## config.mk

```make
export PLATFORM = sky130hd
export DESIGN_NAME = cfgw_bank
export DESIGN_NICKNAME = d
export VERILOG_FILES = /design/src/rtl/cfgw_pkg.sv /design/src/rtl/cfgw_ctrl.sv /design/src/rtl/cfgw_dpath.sv /design/src/rtl/cfgw_bank.sv
export SDC_FILE = /design/constraint.sdc
export NUM_CORES = 1
export LEC_CHECK = 0
export CAP_MARGIN = 0
export CORE_UTILIZATION = 58
export CTS_BUF_LIST = sky130_fd_sc_hd__clkbuf_4
export DETAILED_ROUTE_END_ITERATION = 7
export DONT_BUFFER_PORTS = 1
export PLACE_DENSITY = 0.78
export SYNTH_ARGS = -nofsm -noshare
export SYNTH_HDL_FRONTEND = slang
export SYNTH_SLANG_ARGS = --single-unit
```

## constraint.sdc

```tcl
create_clock -name clk -period 1.8 [get_ports clk]
set_input_delay 0.36 -clock clk [delete_from_list [all_inputs] [get_ports clk]]
set_output_delay 0.36 -clock clk [all_outputs]
set_load 0.01 [all_outputs]
```

## src/rtl/cfgw_pkg.sv

```systemverilog
package cfgw_pkg;
  // strobes from the control side to the datapath
  typedef struct packed {
    logic shift;    // take serData into the shifter
    logic commit;   // store the shifted word
    logic tpcLoad;  // copy power-control bit to its holder
  } cfgw_strobe_t;
endpackage

```

## src/rtl/cfgw_ctrl.sv

```systemverilog
module cfgw_ctrl
  import cfgw_pkg::*;
#(
  parameter int WORD_W = 16
) (
  input  logic         clk,
  input  logic         rst_n,
  input  logic         serEn,
  input  logic         serClk,
  input  logic         rxOn,
  output cfgw_strobe_t st
);
  localparam int CNT_MAX = WORD_W + 1;
  localparam int CNT_W   = $clog2(CNT_MAX + 1);

  logic             serEnQ, serClkQ, rxOnQ;
  logic [CNT_W-1:0] bitCnt;
  logic             clkRise, enRise, enFall, rxFall;

  always_comb begin
    clkRise = serClk & ~serClkQ;
    enRise  = serEn & ~serEnQ;
    enFall  = ~serEn & serEnQ;
    rxFall  = ~rxOn & rxOnQ;
    st.shift   = clkRise & ~serEn;
    st.commit  = enRise & (bitCnt == CNT_W'(WORD_W));
    st.tpcLoad = rxFall;
  end

  always_ff @(posedge clk) begin
    if (!rst_n) begin
      serEnQ  <= 1'b1;
      serClkQ <= 1'b0;
      rxOnQ   <= 1'b0;
      bitCnt  <= '0;
    end else begin
      serEnQ  <= serEn;
      serClkQ <= serClk;
      rxOnQ   <= rxOn;
      if (enRise || enFall)
        bitCnt <= '0;
      else if (st.shift && bitCnt != CNT_W'(CNT_MAX))
        bitCnt <= bitCnt + 1'b1;
    end
  end
endmodule

```

## src/rtl/cfgw_dpath.sv

```systemverilog
module cfgw_dpath
  import cfgw_pkg::*;
#(
  parameter int WORD_W   = 16,
  parameter int ADDR_W   = 2,
  parameter int NUM_REGS = 3,
  parameter int PLL_W    = 12,
  parameter int PLL_LSB  = 2,
  parameter int TPC_BIT  = 7,
  parameter int AOUT_BIT = 8,
  parameter int CLIP_BIT = 9,
  parameter int TM_W     = 3,
  parameter int ATM_LSB  = 2,
  parameter int DTM_LSB  = 5
) (
  input  logic             clk,
  input  logic             rst_n,
  input  logic             serData,
  input  cfgw_strobe_t     st,
  output logic [PLL_W-1:0] pllDiv,
  output logic             tpcLevel,
  output logic             aoutSel,
  output logic             rssiClipOff,
  output logic [TM_W-1:0]  atmSel,
  output logic [TM_W-1:0]  dtmSel,
  output logic             testPort
);
  localparam int DATA_W   = WORD_W - ADDR_W;
  localparam int CFG_REG  = 0;
  localparam int CHAN_REG = 1;
  localparam int TEST_REG = 2;

  logic [WORD_W-1:0] shiftReg;
  logic [DATA_W-1:0] cfgRegs [NUM_REGS];
  logic [ADDR_W-1:0] wordAddr;
  logic              tpcHeld;

  assign wordAddr = shiftReg[ADDR_W-1:0];

  always_ff @(posedge clk) begin
    if (!rst_n)
      shiftReg <= '0;
    else if (st.shift)
      shiftReg <= {shiftReg[WORD_W-2:0], serData};
  end

  for (genvar g = 0; g < NUM_REGS; g++) begin : g_reg
    always_ff @(posedge clk) begin
      if (!rst_n)
        cfgRegs[g] <= '0;
      else if (st.commit && wordAddr == ADDR_W'(g))
        cfgRegs[g] <= shiftReg[WORD_W-1:ADDR_W];
    end
  end

  always_ff @(posedge clk) begin
    if (!rst_n)
      tpcHeld <= 1'b0;
    else if (st.tpcLoad)
      tpcHeld <= cfgRegs[CFG_REG][TPC_BIT-ADDR_W];
  end

  always_comb begin
    pllDiv      = cfgRegs[CHAN_REG][PLL_LSB-ADDR_W +: PLL_W];
    aoutSel     = cfgRegs[CFG_REG][AOUT_BIT-ADDR_W];
    rssiClipOff = cfgRegs[CFG_REG][CLIP_BIT-ADDR_W];
    atmSel      = cfgRegs[TEST_REG][ATM_LSB-ADDR_W +: TM_W];
    dtmSel      = cfgRegs[TEST_REG][DTM_LSB-ADDR_W +: TM_W];
    testPort    = |atmSel;
    tpcLevel    = tpcHeld & ~aoutSel;
  end
endmodule

```

## src/rtl/cfgw_bank.sv

```systemverilog
module cfgw_bank
  import cfgw_pkg::*;
#(
  parameter int WORD_W   = 16,
  parameter int ADDR_W   = 2,
  parameter int NUM_REGS = 3,
  parameter int PLL_W    = 12,
  parameter int TM_W     = 3
) (
  input  logic             clk,
  input  logic             rst_n,
  input  logic             serEn,
  input  logic             serClk,
  input  logic             serData,
  input  logic             rxOn,
  output logic [PLL_W-1:0] pllDiv,
  output logic             tpcLevel,
  output logic             aoutSel,
  output logic             rssiClipOff,
  output logic [TM_W-1:0]  atmSel,
  output logic [TM_W-1:0]  dtmSel,
  output logic             testPort
);
  cfgw_strobe_t st;

  cfgw_ctrl #(.WORD_W(WORD_W)) ctrl_i (
    .clk(clk), .rst_n(rst_n), .serEn(serEn), .serClk(serClk),
    .rxOn(rxOn), .st(st)
  );

  cfgw_dpath #(
    .WORD_W(WORD_W), .ADDR_W(ADDR_W), .NUM_REGS(NUM_REGS),
    .PLL_W(PLL_W), .TM_W(TM_W)
  ) dpath_i (
    .clk(clk), .rst_n(rst_n), .serData(serData), .st(st),
    .pllDiv(pllDiv), .tpcLevel(tpcLevel), .aoutSel(aoutSel),
    .rssiClipOff(rssiClipOff), .atmSel(atmSel), .dtmSel(dtmSel),
    .testPort(testPort)
  );
endmodule

```

==> results of run 1 <==
routing by layer:
metal | up-vias | routed length [um] | global-route usage, %
met1 | 538 | 1190 | 21.6
met3 | 6 | 123 | 7.03
met2 | 27 | 1380 | 32.8
met4 | 0 | 48 | 8.36
met5 | - | 0 | 0
li1 | 577 | - | -
layout make-up:
cell class | count | area (um2) | area share [%]
Tap cell | 31 | 38.8 | 1.98
Sequential cell | 44 | 1090 | 55.8
Timing Repair Buffer | 8 | 72.6 | 3.71
Clock buffer | 6 | 45.0 | 2.30
Inverter | 4 | 15.0 | 0.768
Clock inverter | 2 | 60.1 | 3.07
Multi-Input combinational cell | 109 | 632 | 32.3
state kept, by name, summed over array words and instances, names as in the netlist:
register	flops
ctrl_i.bitCnt	5
ctrl_i.rxOnQ	1
ctrl_i.serClkQ	1
ctrl_i.serEnQ	1
dpath_i.cfgRegs	21
dpath_i.shiftReg	14
dpath_i.tpcHeld	1
metrics by stage:
step	hold slack, ns	power [uW]	std cells
5_1_grt	0.0621	1960	204
2_1_floorplan	0.432	1160	162
6_report	0.0835	1900	204
4_1_cts	0.0700	1920	204
3_3_place_gp	0.437	1190	196
3_5_place_dp	0.443	1190	196
placed cells by master (no fill, tap or decap):
cell type and instances:
nor3b_1 1, and2_1 20, o31ai_1 2, nand2b_1 3
bufinv_16 2, nor2b_1 2, o21ai_2 1, or3b_4 1
or3_1 5, or2_1 1, a21oi_1 18, nand4bb_1 1
nor4_2 2, or4b_1 1, nor2_1 3, dfxtp_1 23
inv_2 1, o21ai_0 3, or3b_1 1, buf_12 1
o21ai_1 1, inv_1 3, nor3_1 1, buf_4 7
edfxtp_1 21, nand3_1 1, nand2_1 32, nor4bb_1 1
ha_1 4, and3_1 3, clkbuf_4 6, mux2i_1 1
logic make-up (layout without fill, tap and decap cells):
logic type                 after synthesis  count (layout)  synth area share [%]
and+or+nand+nor                         79              79                  24.9
buffers and inverters                    9              20                  2.14
muxes                                    1               1                 0.570
AOI/OAI and AO/OA                       25              25                  7.41
adders and majority gates                4               4                  2.85
DFF                                     44              44                  62.1
where the power goes:
group	leakage [uW]	internal, uW	switching (uW)
Combinational	0.000240	26.1	40.2
Clock	0.0000559	449	289
Sequential	0.000391	1070	23.5
Total	0.000688	1550	352
worst max-delay path by stage:
stage	startpoint	to	slack [ns]	cells past startpoint
6_report	ctrl_i.bitCnt[4]	dpath_i.cfgRegs[0][6]	0.11	4
5_1_grt	ctrl_i.bitCnt[4]	dpath_i.cfgRegs[0][6]	0.003	4
4_1_cts	ctrl_i.bitCnt[4]	dpath_i.cfgRegs[1][10]	0.1	4
3_5_place_dp	ctrl_i.bitCnt[4]	dpath_i.cfgRegs[1][10]	0.11	4
3_3_place_gp	ctrl_i.bitCnt[3]	dpath_i.cfgRegs[1][9]	0.15	4
2_1_floorplan	ctrl_i.bitCnt[3]	dpath_i.cfgRegs[1][0]	0.04	3
worst register-to-register path: cells and delay by family (launching register included):
kind | cells | cell delay [ns]
and+or+nand+nor | 2 | 0.68
DFF | 1 | 0.37
AOI/OAI and AO/OA | 1 | 0.21
buffers and inverters | 1 | 0.17
==> flow_summary.ini, run 1 <==
[synth]
synth_top_area_cell = edfxtp_1
synth_area_mm2 = 0.00176
ys_types = 29
yosysWarnings = 0
synth_edf_count = 21
ys_seq_area_share_pct = 62.1
ys.flop_type = dfxtp_1
syn-num-nets = 172
syn_area_per_cell_um2 = 10.8
synthTopCellsByCount = 32 x nand2_1, 23 x dfxtp_1, 21 x edfxtp_1
synthArstFlopShare_pct = 0
ys_ff_latch = 44
synth_top_cell_area_share_pct = 35.9
synth_cells = 162
synth.most_common_cell = nand2_1
synth.area.top_cells = edfxtp_1 36%, dfxtp_1 26%, and2_1 7.1%, nand2_1 6.8%, a21oi_1 5.1%

[worst_setup_path]
r2r-end = dpath_i.cfgRegs[0][6]
critPathKind = register to register
critPathMaxFanout = 4
ff2ff_setup_slack_ns = 0.11
crit_family = simple AND/OR/NAND/NOR gates
r2r_start = ctrl_i.bitCnt[4]
max_stage_delay_ns = 0.42
slowest_stage = or3b_4
end_kind = register
crit_chain = or3b_4 -> or2_1 -> o31ai_1 -> buf_4
cp_data_required_time_ns = 1.88
arrival_ns = 1.77
cp_num_buf_inv = 1
startpoint_type = register
ff2ff_path_depth = 4

[routing]
wl_um = 2750
firstDrtPassIters = 6
drcViolationCount = 4
wl_per_cell_um = 13.5
postRouteAntennaNets = 0
vias = 1148
routed_via_density = 5.63
drtIter0Drc = 25

[floorplanning]
die_area_mm2 = 0.00325
start_util_pct = 62.6
core_mm2 = 0.00281
die_x_um = 57.0
rows = 19
die_y_um = 57.0
io_pins = 28

[min_path]
hold_start = rst_n
hold_path_depth = 1
hold-path-endpoint = ctrl_i.serEnQ
hp-class = primary input to register

[power_and_ir_drop]
vdd_drop_max_mv = 0.740
power.leakage_uw = 0.000688
p_per_area_mw_per_mm2 = 972

[global_route]
overflow = 0
grt_pass1_vias = 1041
track_usage_pct = 19.2
grt_max_degree = 19
grt_pass1_wl_um = 4550
antenna_found_initial = 0

[cells_and_area]
drive_gt1_share_pct = 12.1
final_cell_area_mm2 = 0.00195
final_nets = 182
syn2layout_area_growth_pct = 11.3
diodes = 0
fillCellCount = 204
final_util_pct = 69.7

[cts]
cts_root_buffer = clkbuf_4
numCtsBuffers = 5
clkTransAtPathRegs_ns = 0.12
clk_latency_ns = 0.35
postCtsResizedCells = 0
cts_tree = done
cts_sinks = 44
clockBufferDepth = 2
htreeDepth = 2
postCtsHoldBufs = 0
cts_setup_buffers = 0

[placed_design]
pre_cts_ws_ns = 0.108
port_buffers = 0
dpl_cell_area_mm2 = 0.00185
gp_congestion = 0.730
hpwl_um = 2030

[run]
cap_violations = 0

[sta]
timing.fmax_mhz = 592
fin_skew_ns = 0.00753
fin_tns_setup_ns = 0
hold_violations = 0
fin_crit_ns = 1.69
fin_crit_sh_pct = 93.8
tightest_slew_ns = 0.634
setup_slack_ns = 0.112
final_max_slew_viol_count = 0
relSlewSlack_pct = 57.2
rsz0062_at_grt = false
setup_viol = 0

[run_status]
violations = DRC
outcome = finished with violations
Power figures use the tool's default switching activity.
==> inputs of run 2 (changes only) <==
--- a/config.mk
+++ b/config.mk
@@ -14,3 +14,4 @@
 export SYNTH_ARGS = -nofsm -noshare
 export SYNTH_HDL_FRONTEND = slang
 export SYNTH_SLANG_ARGS = --single-unit
+export TNS_END_PERCENT = 50
==> results of run 2 <==
Final layout, timing and power as in run 1 (identical DEF).
==> inputs of run 3 (changes only) <==
==> constraint.sdc (replaced) <==
create_clock -name clk -period 1.45 [get_ports clk]
set_input_delay 0.29 -clock clk [delete_from_list [all_inputs] [get_ports clk]]
set_output_delay 0.29 -clock clk [all_outputs]
set_load 0.01 [all_outputs]
==> flow_summary.ini, run 3 (same netlist as run 1, synthesis figures left out) <==
[run_status]
outcome = finished with violations
violations = DRC, setup timing

[placed_design]
port_buffers = 0
hpwl_um = 2360
gp_congestion = 0.826
dpl_cell_area_mm2 = 0.00194
pre_cts_ws_ns = -0.178

[sta]
fin_tns_setup_ns = -4.09
tightest_slew_ns = 0.288
fin_crit_sh_pct = 111
rsz0062_at_grt = true
final_max_slew_viol_count = 0
fin_crit_ns = 1.60
timing.fmax_mhz = 624
setup_slack_ns = -0.153
hold_violations = 0
fin_skew_ns = 0.00532
setup_viol = 40
relSlewSlack_pct = 80.8

[cts]
cts_sinks = 44
clk_latency_ns = 0.35
cts_root_buffer = clkbuf_4
clockBufferDepth = 2
cts_tree = done
numCtsBuffers = 5
htreeDepth = 2
clkTransAtPathRegs_ns = 0.11

[power_and_ir_drop]
p_total_uw = 2210
power.leakage_uw = 0.000760
p_per_area_mw_per_mm2 = 1040
vdd_drop_max_mv = 0.820

[cells_and_area]
final_nets = 194
syn2layout_area_growth_pct = 20.3
layout.cells.most_common = nand2_1
final_util_pct = 75.3
fillCellCount = 186
top_register = dpath_i.cfgRegs
diodes = 0
most-common-layout-cells = 32 x nand2_1, 21 x edfxtp_1, 19 x and2_1, 19 x dfxtp_1
final_cell_area_mm2 = 0.00211
drive_gt1_share_pct = 24.9
reg_top3 = dpath_i.cfgRegs (21), dpath_i.shiftReg (14), ctrl_i.bitCnt (5)
largest_reg_flops = 21

[routing]
drcViolationCount = 8
dr_wl_met3_um = 149
routed_via_density = 5.74
firstDrtPassIters = 6
vias = 1240
postRouteAntennaNets = 0
routedLengthMet1_um = 1380
wl_per_cell_um = 15.8
dr.max_layer_used = met4
drtIter0Drc = 47
wl_um = 3410
wl_met2_um = 1800

[floorplanning]
die_x_um = 57.0
die_area_mm2 = 0.00325
die_y_um = 57.0
rows = 19
start_util_pct = 62.6
io_pins = 28
core_mm2 = 0.00281

[worst_setup_path]
max_stage_delay_ns = 0.39
critPathKind = register to register
critPathMaxFanout = 11
startpoint_type = register
slowest_stage = or3b_4
crit_chain = or3b_4 -> or2_4 -> o21ai_4 -> buf_12
end_kind = register
arrival_ns = 1.68
cp_data_required_time_ns = 1.53

[global_route]
grt_max_degree = 15
track_usage_pct = 22.7
overflow = 0
grt_pass1_vias = 1295
antenna_found_initial = 0
grt_pass1_wl_um = 5550

[run]
cap_violations = 0

[min_path]
hp-class = primary input to register
run 3: final cells by class:
cell class	instances	area [um2]	area share, %
inverter	4	15.0	0.710
timing repair buffer	20	165	7.82
sequential	44	1100	51.9
tap	31	38.8	1.84
multi-input combinational	109	718	34.0
clock inverter	2	35.0	1.66
clock buffer	6	45.0	2.13
run 3: critical path: cells and delay by family, from the launching register on:
kind / cells / cell delay [ns]
buffers and inverters: 1 / 0.15
flip-flops: 1 / 0.34
AO/OA/AOI/OAI: 1 / 0.17
AND/OR/NAND/NOR: 2 / 0.67
run 3: through the flow:
| stage | instances | hold WS (ns) |
|---|---|---|
| floorplan | 162 | 0.363 |
| global placement | 205 | 0.367 |
| detailed placement | 205 | 0.368 |
| CTS | 216 | 0.0264 |
| global route | 216 | 0.0203 |
| finish | 216 | 0.0386 |
run 3: worst paths after layout:
path	slack, ns	cells after the start	from	to
setup / recovery	-0.15	4	ctrl_i.bitCnt[3]	dpath_i.cfgRegs[1][0]
hold / removal	0.04	1	serEn	ctrl_i.serEnQ
hold reg to reg	0.49	2	dpath_i.shiftReg[11]	dpath_i.shiftReg[11]
setup reg to reg	-0.15	4	ctrl_i.bitCnt[3]	dpath_i.cfgRegs[1][0]
run 3: per-layer routing:
layer	global-route usage [%]	vias to the layer above
met1	24.6	588
met2	40.8	42
met3	6.58	11
met4	10.5	0
li1	-	599
met5	0	-
run 3: timing repair:
action                                  4_1_cts  5_1_grt
hold buffers                                  1        0
pin swaps                                     3        1
endpoints found under the hold margin         1        0
endpoints found under the setup margin       43       47
resized for setup                            11        4
setup buffers                                 2        0
run 3: power breakdown:
part | internal, uW | switching, uW | total [uW]
clock network | 380 | 362 | 742
registers | 1330 | 31.1 | 1360
logic | 45.3 | 56.9 | 102
